$ cat src/rtl/eth_mac_host_regs.sv
module eth_mac_host_regs #(
  parameter int              ADDR_W    = 11,
  parameter int              LEN_W     = 11,
  parameter int              MAC_BYTES = 6,
  parameter logic [10:0]     BASE_ADDR = 11'h5F5
) (
  input  logic                  clk,
  input  logic                  rst_n,
  input  logic [ADDR_W-1:0]     bus_adr_i,
  input  logic [7:0]            bus_dat_i,
  output logic [7:0]            bus_dat_o,
  input  logic                  bus_we_i,
  input  logic                  bus_stb_i,
  output logic                  bus_ack_o,
  output logic [8*MAC_BYTES-1:0] station_addr_o,
  output logic [LEN_W-1:0]      tx_len_o,
  output logic                  tx_start_o,
  output logic                  rx_start_o,
  input  logic                  tx_ready_i,
  input  logic                  rx_valid_i,
  input  logic [LEN_W-1:0]      rx_len_i,
  output logic                  irq_o
);
  localparam int HI_W     = LEN_W - 8;
  localparam int A_IE     = int'(BASE_ADDR);
  localparam int A_LEN_HI = A_IE + 1;
  localparam int A_LEN_LO = A_IE + 2;
  localparam int A_CMD    = A_IE + 3;
  localparam int A_STAT   = A_IE + 4;
  localparam int A_MAC    = A_IE + 5;

  logic       ack_q;
  logic [7:0] dat_q;
  logic [7:0] rd_val;
  logic [1:0] ie_q;
  logic       txs_q, rxs_q;
  logic       tr_q, rv_q;
  logic [LEN_W-1:0] tx_len_q;
  logic [7:0] mac_q [MAC_BYTES];

  wire access = bus_stb_i & ~ack_q;
  wire wr     = access & bus_we_i;
  wire rd     = access & ~bus_we_i;

  wire hit_ie  = bus_adr_i == ADDR_W'(A_IE);
  wire hit_lhi = bus_adr_i == ADDR_W'(A_LEN_HI);
  wire hit_llo = bus_adr_i == ADDR_W'(A_LEN_LO);
  wire hit_cmd = bus_adr_i == ADDR_W'(A_CMD);
  wire hit_st  = bus_adr_i == ADDR_W'(A_STAT);

  always_ff @(posedge clk or negedge rst_n)
    if (!rst_n) begin
      ack_q <= 1'b0;
      dat_q <= '0;
    end else begin
      ack_q <= access;
      dat_q <= rd ? rd_val : 8'h00;
    end

  always_comb begin
    rd_val = 8'h00;
    if (hit_ie)  rd_val = {6'b0, ie_q};
    if (hit_lhi) rd_val = {{(8-HI_W){1'b0}}, rx_len_i[LEN_W-1:8]};
    if (hit_llo) rd_val = rx_len_i[7:0];
    if (hit_cmd) rd_val = {6'b0, rxs_q, txs_q};
    if (hit_st)  rd_val = {6'b0, rx_valid_i, tx_ready_i};
  end

  for (genvar g = 0; g < MAC_BYTES; g++) begin : g_mac
    always_ff @(posedge clk or negedge rst_n)
      if (!rst_n)                                       mac_q[g] <= 8'h00;
      else if (wr && bus_adr_i == ADDR_W'(A_MAC + g))   mac_q[g] <= bus_dat_i;
    assign station_addr_o[8*(MAC_BYTES-1-g) +: 8] = mac_q[g];
  end

  always_ff @(posedge clk or negedge rst_n)
    if (!rst_n) begin
      tx_len_q <= '0;
      ie_q     <= 2'b00;
    end else if (wr) begin
      if (hit_lhi) tx_len_q[LEN_W-1:8] <= bus_dat_i[HI_W-1:0];
      if (hit_llo) tx_len_q[7:0]       <= bus_dat_i;
      if (hit_ie)  ie_q                <= bus_dat_i[1:0];
    end

  always_ff @(posedge clk or negedge rst_n)
    if (!rst_n) begin
      tr_q  <= 1'b0;
      rv_q  <= 1'b0;
      txs_q <= 1'b0;
      rxs_q <= 1'b0;
    end else begin
      tr_q <= tx_ready_i;
      rv_q <= rx_valid_i;
      if (wr && hit_cmd) begin
        txs_q <= bus_dat_i[0];
        rxs_q <= bus_dat_i[1];
      end else begin
        if (tr_q && !tx_ready_i) txs_q <= 1'b0;
        if (rv_q && !rx_valid_i) rxs_q <= 1'b0;
      end
    end

  assign bus_ack_o  = ack_q;
  assign bus_dat_o  = dat_q;
  assign tx_len_o   = tx_len_q;
  assign tx_start_o = txs_q;
  assign rx_start_o = rxs_q;
  assign irq_o      = (tx_ready_i & ie_q[0]) | (rx_valid_i & ie_q[1]);
endmodule

$ cat config.mk
export PLATFORM = sky130hd
export DESIGN_NAME = eth_mac_host_regs
export DESIGN_NICKNAME = d
export VERILOG_FILES = /design/src/rtl/eth_mac_host_regs.sv
export SDC_FILE = /design/constraint.sdc
export NUM_CORES = 1
export LEC_CHECK = 0
export BUFFER_PORTS_ARGS = -buffer_cell sky130_fd_sc_hd__buf_4
export CAP_MARGIN = 20
export CORE_MARGIN = 2
export CORE_UTILIZATION = 50
export CTS_BUF_LIST = sky130_fd_sc_hd__clkbuf_8
export DETAILED_ROUTE_END_ITERATION = 8
export PLACE_DENSITY = 0.8
export SLEW_MARGIN = 20
export SYNTH_ARGS = -nofsm -noshare
export SYNTH_HDL_FRONTEND = slang
export SYNTH_SLANG_ARGS = --single-unit
export TNS_END_PERCENT = 10
$ cat constraint.sdc
create_clock -name clk -period 4.96 [get_ports clk]
set_input_delay 0.744 -clock clk [delete_from_list [all_inputs] [get_ports clk]]
set_output_delay 0.744 -clock clk [all_outputs]
set_load 0.01 [all_outputs]
* Word level (Yosys, flattened, before mapping) *
Index checks and enable logic that the tools add are counted.
W data, S select, Z words.

cells by class
  equal/unequal tests = 11
  multiplexer cells = 10
  bitwise gates (word level) = 8
  reductions and logical operators = 16

operator list
  cell                    count
  $eq A11 B11 Y1 const B  11
  $mux W8                 4
  $logic_and A1 B1 Y1     9
  $reduce_and A2 Y1       3
  $and A1 B1 Y1           5
  $mux W1                 4
  $reduce_bool A2 Y1      2
  $mux W3                 1
  $logic_not A1 Y1        2
  $mux W2                 1
  $not A1 Y1              2
  $or A1 B1 Y1            1

storage, ports and cells
  bits in registers = 74
  input port bits = 36
  output and inout port bits = 71
  word-level logic and storage cells = 60

* Depth between registers and ports, before layout *
Gate-level depths: netlist of run 1.

  depth in word-level cells = 7
  gate-level depth with buffers = 6
  gate-level depth less buffers = 4

* Least setup slack after synthesis of run 1 *
Ideal clock, no wire load.

  kind = input to register
  from = input port bus_adr_i[7]
  to = register mac_q (netlist bit station_addr_o[10])
  library setup time = 0.125 ns
  data arrival time = 2.085 ns
  data required time = 4.835 ns
  slack = 2.750 ns
  stages = 5
  buffers on the path = 1
  cells stage by stage = nand4_1 -> or4_4 -> nor2b_4 -> buf_12 -> mux2_4

on the way
  longest elaborated chain between the ends = 2

ends and longest elaborated chain
  element                        RTL line  source
  start, declared                9         input logic [ADDR_W-1:0] bus_adr_i,
  $eq A11 B11 Y1                 72        else if (wr && bus_adr_i == ADDR_W'(A_MAC + g)) mac_q[g] <= bus_dat_i;
  $logic_and A1 B1 Y1            72
  end signal, assigned by index  72
  end, declared                  39        logic [7:0] mac_q [MAC_BYTES];

No other way between the ends.
A chain may end at the register's enable or synchronous reset.

* Worst setup path after layout of run 1 *
  from = input port bus_adr_i[7]
  to = register mac_q (netlist bit station_addr_o[14])

Same word-level chain as after synthesis.

==> key figures, run 1 <==
Setup path
  • Crit. End Element: register
  • CP Data Required Time: 5.19 ns
  • Critical path class: primary input to register
  • R2R Setup Slk: 3.05 ns
  • Worst Setup EP: station_addr_o[14]$_DFFE_PN0P_
  • Startpoint Class: primary input
  • Max FO, Critical Path: 8
  • Setup crit start: bus_adr_i[7]
  • Worst r2r path cells: 4
  • Arr. time, crit path: 2.37 ns
  • RR Startpoint: bus_ack_o$_DFF_PN0_
  • R2R Path End: station_addr_o[44]$_DFFE_PN0P_

Final layout
  • N_diodes: 0
  • P&R area growth vs syn: 36.82%
  • Most frequent cells in the layout: 106 x buf_4, 74 x dfrtp_1, 54 x mux2_2
  • Nets@finish: 344
  • Fin cells: about 390
  • Commonest non-fill, non-tap cell in the layout: buf_4
  • FILL cells: 428
  • Share of cells above drive strength 1: 60.70%

Timing
  • Final Skew: around 0.0046 ns
  • Final setup viols: 0
  • Minimum clock period: between 2 and 2.5 ns
  • Tcrit/Tclk final: 43.03%
  • Final setup TNS: 0 ns
  • Measured slew at the worst slew-check pin: ~0.91 ns
  • F_max: 468.5 MHz
  • Slew HR: 39.64%
  • RSZ-0062 raised after global routing: false
  • Final count of hold timing violations: 0
  • Max Slew Vio Count: 0

Global routing
  • Antenna violations before repair: 0
  • Largest net degree at the start of global routing: 75
  • Vias in the first global route: approximately 2000
  • Grt ovf: 0
  • First-pass GRT wire length: 10210 um
  • GRT Total Usage: 21.41%

Min path
  • Hold Path Depth: 1
  • Hold Crit Class: register to register

Placed design
  • HPWL Detailed: 4668 um
  • Dpl cells: between 300 and 400
  • Gpl congestion: 0.8206
  • # port buffers: approximately 110

Route
  • 1st-pass router iterations: 4
  • Vias after detailed routing: 2028
  • Drt via density: 5.227
  • Initial DRC count: 113
  • Post-DRT Antenna Nets: 0
  • DRC violations left: 0
  • WL final: 6657 um
  • WL per Instance: 17.16 um

Floorplan
  • Full die area: between 6000 and 7000 um^2
  • Initial Util: 51.18%
  • Die W: a little over 80 um
  • Core Box Area: 5851 um^2
  • Io pins: between 100 and 150
  • Chip Height: 81.39 um
  • Cell row count: 28

Logic synthesis
  • Synth top area share: 61.85%
  • Synth Area in Compound Gates: 2.215%
  • Syn_area_per_cell: 15.20 um^2
  • Simple-Gate Fraction of Synth Area: 9.361%
  • Synth warnings: 0
  • Cells after Synth: 197
  • Adder-cell area share of the yosys netlist: 0%
  • FF+latch count, synth: 74
  • Synth top area cells: dfrtp_1 62%, mux2_2 20%, mux2_4 4.0%, and2_1 1.0%, nand2_1 1.0%
  • Seq/Total Area, Yosys: 61.85%
  • Main combinational cell family by area after synthesis: multiplexers
  • Largest area contributor in the netlist: dfrtp_1
  • XOR/XNOR share of the synthesized area: 0%
  • Post-Synthesis Cell Area: 2994 um^2
  • Net count after synthesis: 233
  • Mux contribution to synthesized area: 24.99%
  • Synth cell types: 36

Clock network
  • Clk buf depth: 2
  • TritonCTS clock tree: built
  • Total CTS buffers: 9
  • Setup bufs post-CTS: 0
  • Root buffer cell: clkbuf_8
  • H-tree levels: 3
  • Skew-Pair Late Insertion Delay: 0.34 ns
  • # resized after CTS: 0
  • Clk slew on worst S/H paths: 0.07 ns
  • Clock sink total: 74
  • CTS Hold Buffers Added: 0

Power and ir drop
  • Worst vdd ir: ~0.23 mV
  • Pleak: 2.225 nW
  • Pwr dens: approximately 300 nW/um^2

Flow run
  • MaxCap Viol Count: 0

Outcome
  • Status: finished clean
## cell families after synthesis
family                 after synthesis
and+or+nand+nor                     42
AOI/OAI and AO/OA                    9
muxes                               64
buffers and inverters                8
DFF                                 74
## power breakdown
group / switching [mW] / total, mW / internal [mW]
sequential: 0.00138 / 0.607 / 0.606
combinational: 0.0326 / 0.0592 / 0.0266
clock: 0.220 / 0.580 / 0.360
total: 0.254 / 1.25 / 0.992
## per-layer routing
layer	global-route usage, %	vias to the layer above	part of all wire [%]
met2	32.70	84	46
li1	-	931	-
met3	9.667	6	10
met5	0	-	0
met4	6.610	0	0.54
met1	27.40	1007	44
## layout make-up
type | count | area, um^2 | share of cell area, %
inverter | 2 | 7.507 | 0.1833
tap | 75 | 93.84 | 2.291
sequential | 74 | 1852 | 45.20
timing repair buffer | 106 | 795.8 | 19.43
clock buffer | 11 | 151.4 | 3.696
multi-input combinational | 115 | 1095 | 26.73
clock inverter | 5 | 101.3 | 2.474
## worst max-delay path, stage by stage
cell and delay, ns:
buf_4 0.08, nand4_1 0.24, or4_4 0.62, nor2b_4 0.35, mux2_4 0.34
## worst min path at each step
| stage | startpoint | slack, ns | to |
|---|---|---|---|
| 3_3_place_gp | bus_ack_o$_DFF_PN0_ | 0.48 | bus_ack_o$_DFF_PN0_ |
| 2_1_floorplan | rst_n | 0.45 | bus_ack_o$_DFF_PN0_ |
| 5_1_grt | tx_ready_i | 0.50 | tr_q$_DFF_PN0_ |
| 4_1_cts | bus_ack_o$_DFF_PN0_ | 0.50 | bus_ack_o$_DFF_PN0_ |
| 3_5_place_dp | bus_ack_o$_DFF_PN0_ | 0.49 | bus_ack_o$_DFF_PN0_ |
| 6_report | bus_ack_o$_DFF_PN0_ | 0.49 | bus_ack_o$_DFF_PN0_ |
## cell usage after synthesis
library cell	n
nor2b_4	1
o21ai_0	2
and3_1	3
a22oi_1	1
nand3b_1	2
nand2b_1	3
mux2i_1	2
nor4_2	1
and3b_1	1
nand3_1	2
and2_1	5
inv_2	1
mux2_4	8
nand2_1	8
nand4b_1	2
nor4b_1	1
buf_12	1
buf_1	2
a21oi_1	1
clkbuf_1	2
nor2_1	3
o311ai_0	1
or4_4	1
a31o_2	2
nor2_8	1
mux2_2	54
nor3_1	1
a221oi_1	1
and4b_1	1
nor2b_1	2
nor4_1	3
nand4_1	1
dfrtp_1	74
a22o_1	1
clkbuf_2	1
inv_1	1
## flip-flops by register name, indices dropped and copies added (netlist names)
signal          flops
ie_q                2
tx_start_o          1
tr_q                1
bus_ack_o           1
station_addr_o     48
bus_dat_o           8
tx_len_o           11
rx_start_o          1
rv_q                1
## per-stage QoR
step                      hold slack (ns)  power [mW]  util, %  instance area (um^2)  setup slack, ns
after floorplan                    0.4484      0.6340        -                  2994            2.750
after global placement             0.4787      0.6787    65.70                  3844            2.497
after detailed placement           0.4884      0.6796    65.70                  3844            2.449
after CTS                          0.4983       1.255    70.02                  4096            2.816
after global routing               0.5043       1.287    70.02                  4096            2.761
final                              0.4907       1.246    70.02                  4096            2.826
Note: power is estimated with default switching activity, not from simulation.
==> run 2, diff against run 1 <==
--- a/config.mk
+++ b/config.mk
@@ -5,13 +5,14 @@
 export SDC_FILE = /design/constraint.sdc
 export NUM_CORES = 1
 export LEC_CHECK = 0
+export ABC_AREA = 1
 export BUFFER_PORTS_ARGS = -buffer_cell sky130_fd_sc_hd__buf_4
 export CAP_MARGIN = 20
 export CORE_MARGIN = 2
 export CORE_UTILIZATION = 50
 export CTS_BUF_LIST = sky130_fd_sc_hd__clkbuf_8
 export DETAILED_ROUTE_END_ITERATION = 8
-export PLACE_DENSITY = 0.8
+export PLACE_DENSITY = 0.81
 export SLEW_MARGIN = 20
 export SYNTH_ARGS = -nofsm -noshare
 export SYNTH_HDL_FRONTEND = slang
==> constraint.sdc (replaced) <==
create_clock -name clk -period 2.1 [get_ports clk]
set_input_delay 0.315 -clock clk [delete_from_list [all_inputs] [get_ports clk]]
set_output_delay 0.315 -clock clk [all_outputs]
set_load 0.01 [all_outputs]
==> key figures, run 2 <==
Outcome
  • Status: finished clean

Logic synthesis
  • Synth async-reset ratio: 100.0%
  • Largest area contributor in the netlist: dfrtp_1
  • Synth top area share: 63.66%
  • Synth top cells by count: 91 x nand2_1, 74 x dfrtp_1, 67 x o21ai_0
  • Cells after Synth: 309
  • Post-Synthesis Cell Area: 2909 um^2
  • Synth top area cells: dfrtp_1 64%, nand2_1 12%, o21ai_0 12%, inv_1 3.1%, nor2_1 2.2%
  • Synth cell types: 20
  • Synth warnings: 0
  • Syn_area_per_cell: 9.414 um^2
  • FF+latch count, synth: 74
  • Top_reg_cell synth: dfrtp_1
  • Count leader, synth: nand2_1
  • Net count after synthesis: 345
  • Seq/Total Area, Yosys: 63.66%
  • Post-synth EDFFs: 0

Power and ir drop
  • Pint: 2.067 mW
  • Worst vdd ir: 0.4709 mV
  • Switching Power: 590.0 uW
  • Clock group share of total power: roughly 40%
  • Seq pwr share: around 54%
  • Total power: 2.657 mW
  • Pwr dens: 666.0 nW/um^2
  • Pleak: 2.083 nW
  • Combinational Power Share: 5.8%
  • Switching part of the total: 22.20%

Route
  • WL final: 7309 um
  • M1 WL: 3093 um
  • Drt via density: ~5
  • Met2 Wirelength: 3558 um
  • Highest Signal Layer: met4
  • Vias after detailed routing: 2522
  • 1st-pass router iterations: 4
  • Initial DRC count: 183
  • DRC violations left: 0
  • Wire length on met3: approximately 630 um
  • WL per Instance: 14.65 um
  • Post-DRT Antenna Nets: 0

Global routing
  • Largest net degree at the start of global routing: 40
  • GRT Total Usage: 24.04%
  • Antenna violations before repair: 0
  • First-pass GRT wire length: roughly 12000 um
  • Grt ovf: 0
  • Vias in the first global route: 2497

Final layout
  • Most frequent cells in the layout: 108 x buf_4, 91 x nand2_1, 74 x dfrtp_1
  • Max FFs per register: 48
  • N_diodes: 0
  • Fin cells: between 400 and 500
  • Commonest non-fill, non-tap cell in the layout: buf_4
  • P&R area growth vs syn: 37.16%
  • Share of cells above drive strength 1: 30.68%
  • Nets@finish: 458
  • FILL cells: about 430

Setup path
  • RR Startpoint: bus_ack_o$_DFF_PN0_
  • Worst Setup EP: station_addr_o[27]$_DFFE_PN0P_
  • CP delay by family, top: simple AND/OR/NAND/NOR gates
  • Max FO, Critical Path: 16
  • CP Data Required Time: 2.33 ns
  • Setup crit start: bus_ack_o$_DFF_PN0_
  • CP Depth: 5
  • Largest stage delay, worst path: around 0.42 ns
  • Crit. End Element: register
  • R2R Path End: station_addr_o[27]$_DFFE_PN0P_
  • Arr. time, crit path: 1.89 ns
  • Sequence of cells on the critical path: nor2_4 -> nand2_1 -> nor2_4 -> nand3_1 -> o21ai_0
  • R2R Setup Slk: 0.44 ns
  • Most used cell, CP: nor2_4
  • Startpoint Class: register
  • CP max-delay cell: nand3_1
  • Critical path class: register to register
  • Crit path buffers/inverters: 0
  • Worst r2r path cells: 5

Floorplan
  • Die W: 80.28 um
  • Full die area: 6444 um^2
  • Core Box Area: 5574 um^2
  • Initial Util: around 52%
  • Io pins: between 100 and 150
  • Cell row count: 27
  • Chip Height: around 80 um

Clock network
  • # resized after CTS: 0
  • Clock sink total: 74
  • Setup bufs post-CTS: 0
  • Total CTS buffers: 9
  • Clk slew on worst S/H paths: 0.07 ns
  • TritonCTS clock tree: built
  • H-tree levels: 3
  • Clk buf depth: 2
  • CTS Hold Buffers Added: 1
  • Skew-Pair Late Insertion Delay: between 0.3 and 0.4 ns
  • Root buffer cell: clkbuf_8

Timing
  • Final setup viols: 0
  • Slew HR: 63.82%
  • Final Skew: 0.005354 ns
  • Minimum clock period: 1.656 ns
  • Final setup TNS: 0 ns
  • Tcrit/Tclk final: between 70 and 80%
  • Final count of hold timing violations: 0
  • F_max: 603.9 MHz
  • RSZ-0062 raised after global routing: false
  • Max Slew Vio Count: 0
  • Measured slew at the worst slew-check pin: 0.5412 ns

Flow run
  • MaxCap Viol Count: 0

Placed design
  • # port buffers: 106
  • HPWL Detailed: 5443 um
  • Gpl congestion: 0.9882
  • Dpl cells: 482

Min path
  • Hold Crit Class: primary input to register
==> run 2: cell type report <==
type | count | area (um^2) | share of cell area, %
clock inverters | 6 | 57.56 | 1.442
flip-flops and latches | 74 | 1852 | 46.41
repair buffers | 110 | 840.8 | 21.07
multi-input cells | 202 | 918.4 | 23.02
well taps | 72 | 90.09 | 2.258
clock buffers | 10 | 137.6 | 3.449
inverters | 25 | 93.84 | 2.352
==> run 2: through the flow <==
stage | hold slack (ns) | utilization (%) | cell area, um^2 | setup WS (ns)
detailed placement | 0.3015 | 67.90 | 3785 | 0.3939
floorplan | 0.01941 | - | 2909 | 0.6690
global placement | 0.2982 | 67.90 | 3785 | 0.4605
CTS | 0.09653 | 71.58 | 3990 | 0.4350
global route | 0.08975 | 71.58 | 3990 | 0.2677
finish | 0.1105 | 71.58 | 3990 | 0.4440
==> run 2: worst min-delay path by stage <==
| stage | endpoint | start | slack, ns | cells past startpoint |
|---|---|---|---|---|
| after floorplan | bus_ack_o$_DFF_PN0_ | rst_n | 0.02 | 0 |
| after global placement | bus_ack_o$_DFF_PN0_ | rst_n | 0.30 | 1 |
| after detailed placement | bus_ack_o$_DFF_PN0_ | rst_n | 0.30 | 1 |
| after CTS | tr_q$_DFF_PN0_ | tx_ready_i | 0.1 | 1 |
| after global routing | tr_q$_DFF_PN0_ | tx_ready_i | 0.09 | 1 |
| final | rv_q$_DFF_PN0_ | rx_valid_i | 0.11 | 1 |
==> run 2: worst reg2reg max path, stage by stage, from the launching register on <==
cell and delay [ns]:
dfrtp_1 0.41, nor2_4 0.14, nand2_1 0.11, nor2_4 0.15, nand3_1 0.42, o21ai_0 0.34
==> run 2: cell families (layout without fill, tap and decap cells) <==
group	after synthesis	after routing	share of synthesized area (%)
and+or+nand+nor	128	128	18.62
AOI/OAI and AO/OA	74	74	12.95
buffers and inverters	33	151	4.774
DFF	74	74	63.66
==> run 2: metal layers <==
layer  up-vias  track usage, %
li1       1225               -
met3         2           7.303
met2       113           40.83
met5         -               0
met1      1182           30.93
met4         0           4.237
==> run 2: power by group through the flow <==
stage	logic [mW]	registers [mW]	clock network (mW)
5_1_grt	0.173	1.44	1.16
4_1_cts	0.158	1.44	1.09
3_5_place_dp	0.156	1.46	0
2_1_floorplan	0.0395	1.47	0
6_report	0.155	1.44	1.07
3_3_place_gp	0.154	1.46	0
==> run 3, diff against run 2 <==
==> constraint.sdc (replaced) <==
create_clock -name clk -period 1.6 [get_ports clk]
set_input_delay 0.24 -clock clk [delete_from_list [all_inputs] [get_ports clk]]
set_output_delay 0.24 -clock clk [all_outputs]
set_load 0.01 [all_outputs]
==> key figures, run 3 (same netlist as run 2, synthesis figures left out) <==
Outcome
  • Status: finished clean

Global routing
  • Largest net degree at the start of global routing: 75
  • Antenna violations before repair: 0
  • Grt ovf: 0
  • GRT Total Usage: a little under a quarter
  • First-pass GRT wire length: about 12000 um
  • Vias in the first global route: 2402

Route
  • DRC violations left: 0
  • Post-DRT Antenna Nets: 0
  • Wire length on met3: 698 um
  • 1st-pass router iterations: 4
  • WL final: 7236 um
  • Initial DRC count: 190
  • Met2 Wirelength: 3397 um
  • WL per Instance: 14.33 um
  • Highest Signal Layer: met4
  • Vias after detailed routing: around 2500
  • Drt via density: around 5.0
  • M1 WL: 3085 um

Timing
  • Final Worst Setup Slack: 0.1909 ns
  • F_max: 709.7 MHz
  • RSZ-0062 raised after global routing: false
  • Max Slew Vio Count: 0
  • Final hold slack: 0.03752 ns
  • Slew HR: 73.84%
  • Final Skew: 0.01228 ns
  • Final setup viols: 0
  • Final count of hold timing violations: 0
  • Measured slew at the worst slew-check pin: 0.3924 ns
  • Tcrit/Tclk final: around nine tenths
  • Minimum clock period: 1.409 ns
  • Final setup TNS: 0 ns

Clock network
  • Clock sink total: 74
  • Root buffer cell: clkbuf_8
  • TritonCTS clock tree: built
  • Clk slew on worst S/H paths: about 0.070 ns
  • Clk buf depth: 2
  • Skew-Pair Late Insertion Delay: 0.34 ns
  • H-tree levels: 3
  • Total CTS buffers: 9
  • Setup bufs post-CTS: 0

Placed design
  • Pre-CTS WS: 0.1218 ns
  • Gpl congestion: 0.9566
  • # port buffers: about 110
  • Dpl cells: 489
  • HPWL Detailed: 5223 um

Setup path
  • Critical path class: register to register
  • Arr. time, crit path: 1.61 ns
  • Startpoint Class: register
  • CP Data Required Time: 1.81 ns
  • Crit. End Element: register
  • Max FO, Critical Path: 16

Floorplan
  • Initial Util: between 50% and 60%
  • Io pins: around 110
  • Core Box Area: 5574 um^2
  • Full die area: roughly 6400 um^2
  • Chip Height: 80.28 um
  • Cell row count: 27
  • Die W: 80.28 um

Final layout
  • Nets@finish: roughly 470
  • Commonest non-fill, non-tap cell in the layout: buf_4
  • Fin cells: 505
  • Multi-input logic area: slightly above 900 um^2
  • Max FFs per register: between 40 and 50
  • Most frequent cells in the layout: 115 x buf_4, 90 x nand2_1, 74 x dfrtp_1
  • Register area: roughly 1900 um^2
  • P&R area growth vs syn: 39.44%
  • Share of cells above drive strength 1: 32.10%
  • N_diodes: 0
  • FILL cells: 459

Power and ir drop
  • Switching Power: 803.4 uW
  • Pwr dens: 894.9 nW/um^2
  • Seq pwr share: 51.9%
  • Combinational Power Share: ~5.7%
  • Pint: 2.826 mW
  • Pleak: 2.115 nW
  • Clock group share of total power: 42.5%
  • Switching part of the total: 22.13%
  • Worst vdd ir: 0.7726 mV

Flow run
  • MaxCap Viol Count: 0

Min path
  • Hold Crit Class: primary input to register
run 3: final cells by class:
class | count | share of cell area (%)
tap | 72 | 2.221
sequential | 74 | 45.65
clock buffer | 9 | 3.054
timing repair buffer | 117 | 22.02
inverter | 25 | 2.313
clock inverter | 6 | 2.036
multi-input combinational | 202 | 22.70
run 3: through the flow:
stage          total power, mW  utilization (%)  area, um^2
2_1_floorplan            1.975                -        2909
3_3_place_gp             2.126            68.84        3837
3_5_place_dp             2.127            68.84        3837
4_1_cts                  3.652            72.73        4054
5_1_grt                  3.750            72.77        4056
6_report                 3.630            72.77        4056
run 3: power by group through the flow:
stage / clock [mW] / combinational, mW / sequential (mW)
after floorplan: 0 / 0.0519 / 1.92
after global placement: 0 / 0.206 / 1.92
after detailed placement: 0 / 0.207 / 1.92
after CTS: 1.56 / 0.210 / 1.88
after global routing: 1.64 / 0.231 / 1.88
final: 1.54 / 0.206 / 1.88
run 3: repair_timing:
item                                    CTS  global route
resized for setup                         0             1
hold buffers                              1             0
hold endpoints to repair                 74             0
endpoints found under the setup margin    0             2
run 3: worst max-delay path: stages, from the launching register on:
cell and delay (ns):
dfrtp_1 0.41, nor2_4 0.13, nand2_1 0.11, nor2_4 0.16, nand3_1 0.10, buf_4 0.20
nand2_1 0.08, o21ai_0 0.09
run 3: worst paths after layout:
kind                                      from                             end  slack (ns)  cells past startpoint
hold reg to reg            bus_ack_o$_DFF_PN0_             bus_ack_o$_DFF_PN0_        0.48                      1
setup reg to reg           bus_ack_o$_DFF_PN0_  station_addr_o[16]$_DFFE_PN0P_        0.19                      7
min in group asynchronous                rst_n             bus_ack_o$_DFF_PN0_        0.44                      3
setup / recovery           bus_ack_o$_DFF_PN0_  station_addr_o[16]$_DFFE_PN0P_        0.19                      7
hold / removal                      tx_ready_i                  tr_q$_DFF_PN0_        0.04                      1
max in group asynchronous                rst_n          bus_dat_o[0]$_DFF_PN0_        0.83                      3
run 3: per-layer routing:
layer | vias to the layer above | GRT usage [%]
met1 | 1144 | 31.57
met2 | 117 | 37.83
met5 | - | 0
met3 | 3 | 6.966
met4 | 0 | 8.305
li1 | 1239 | -
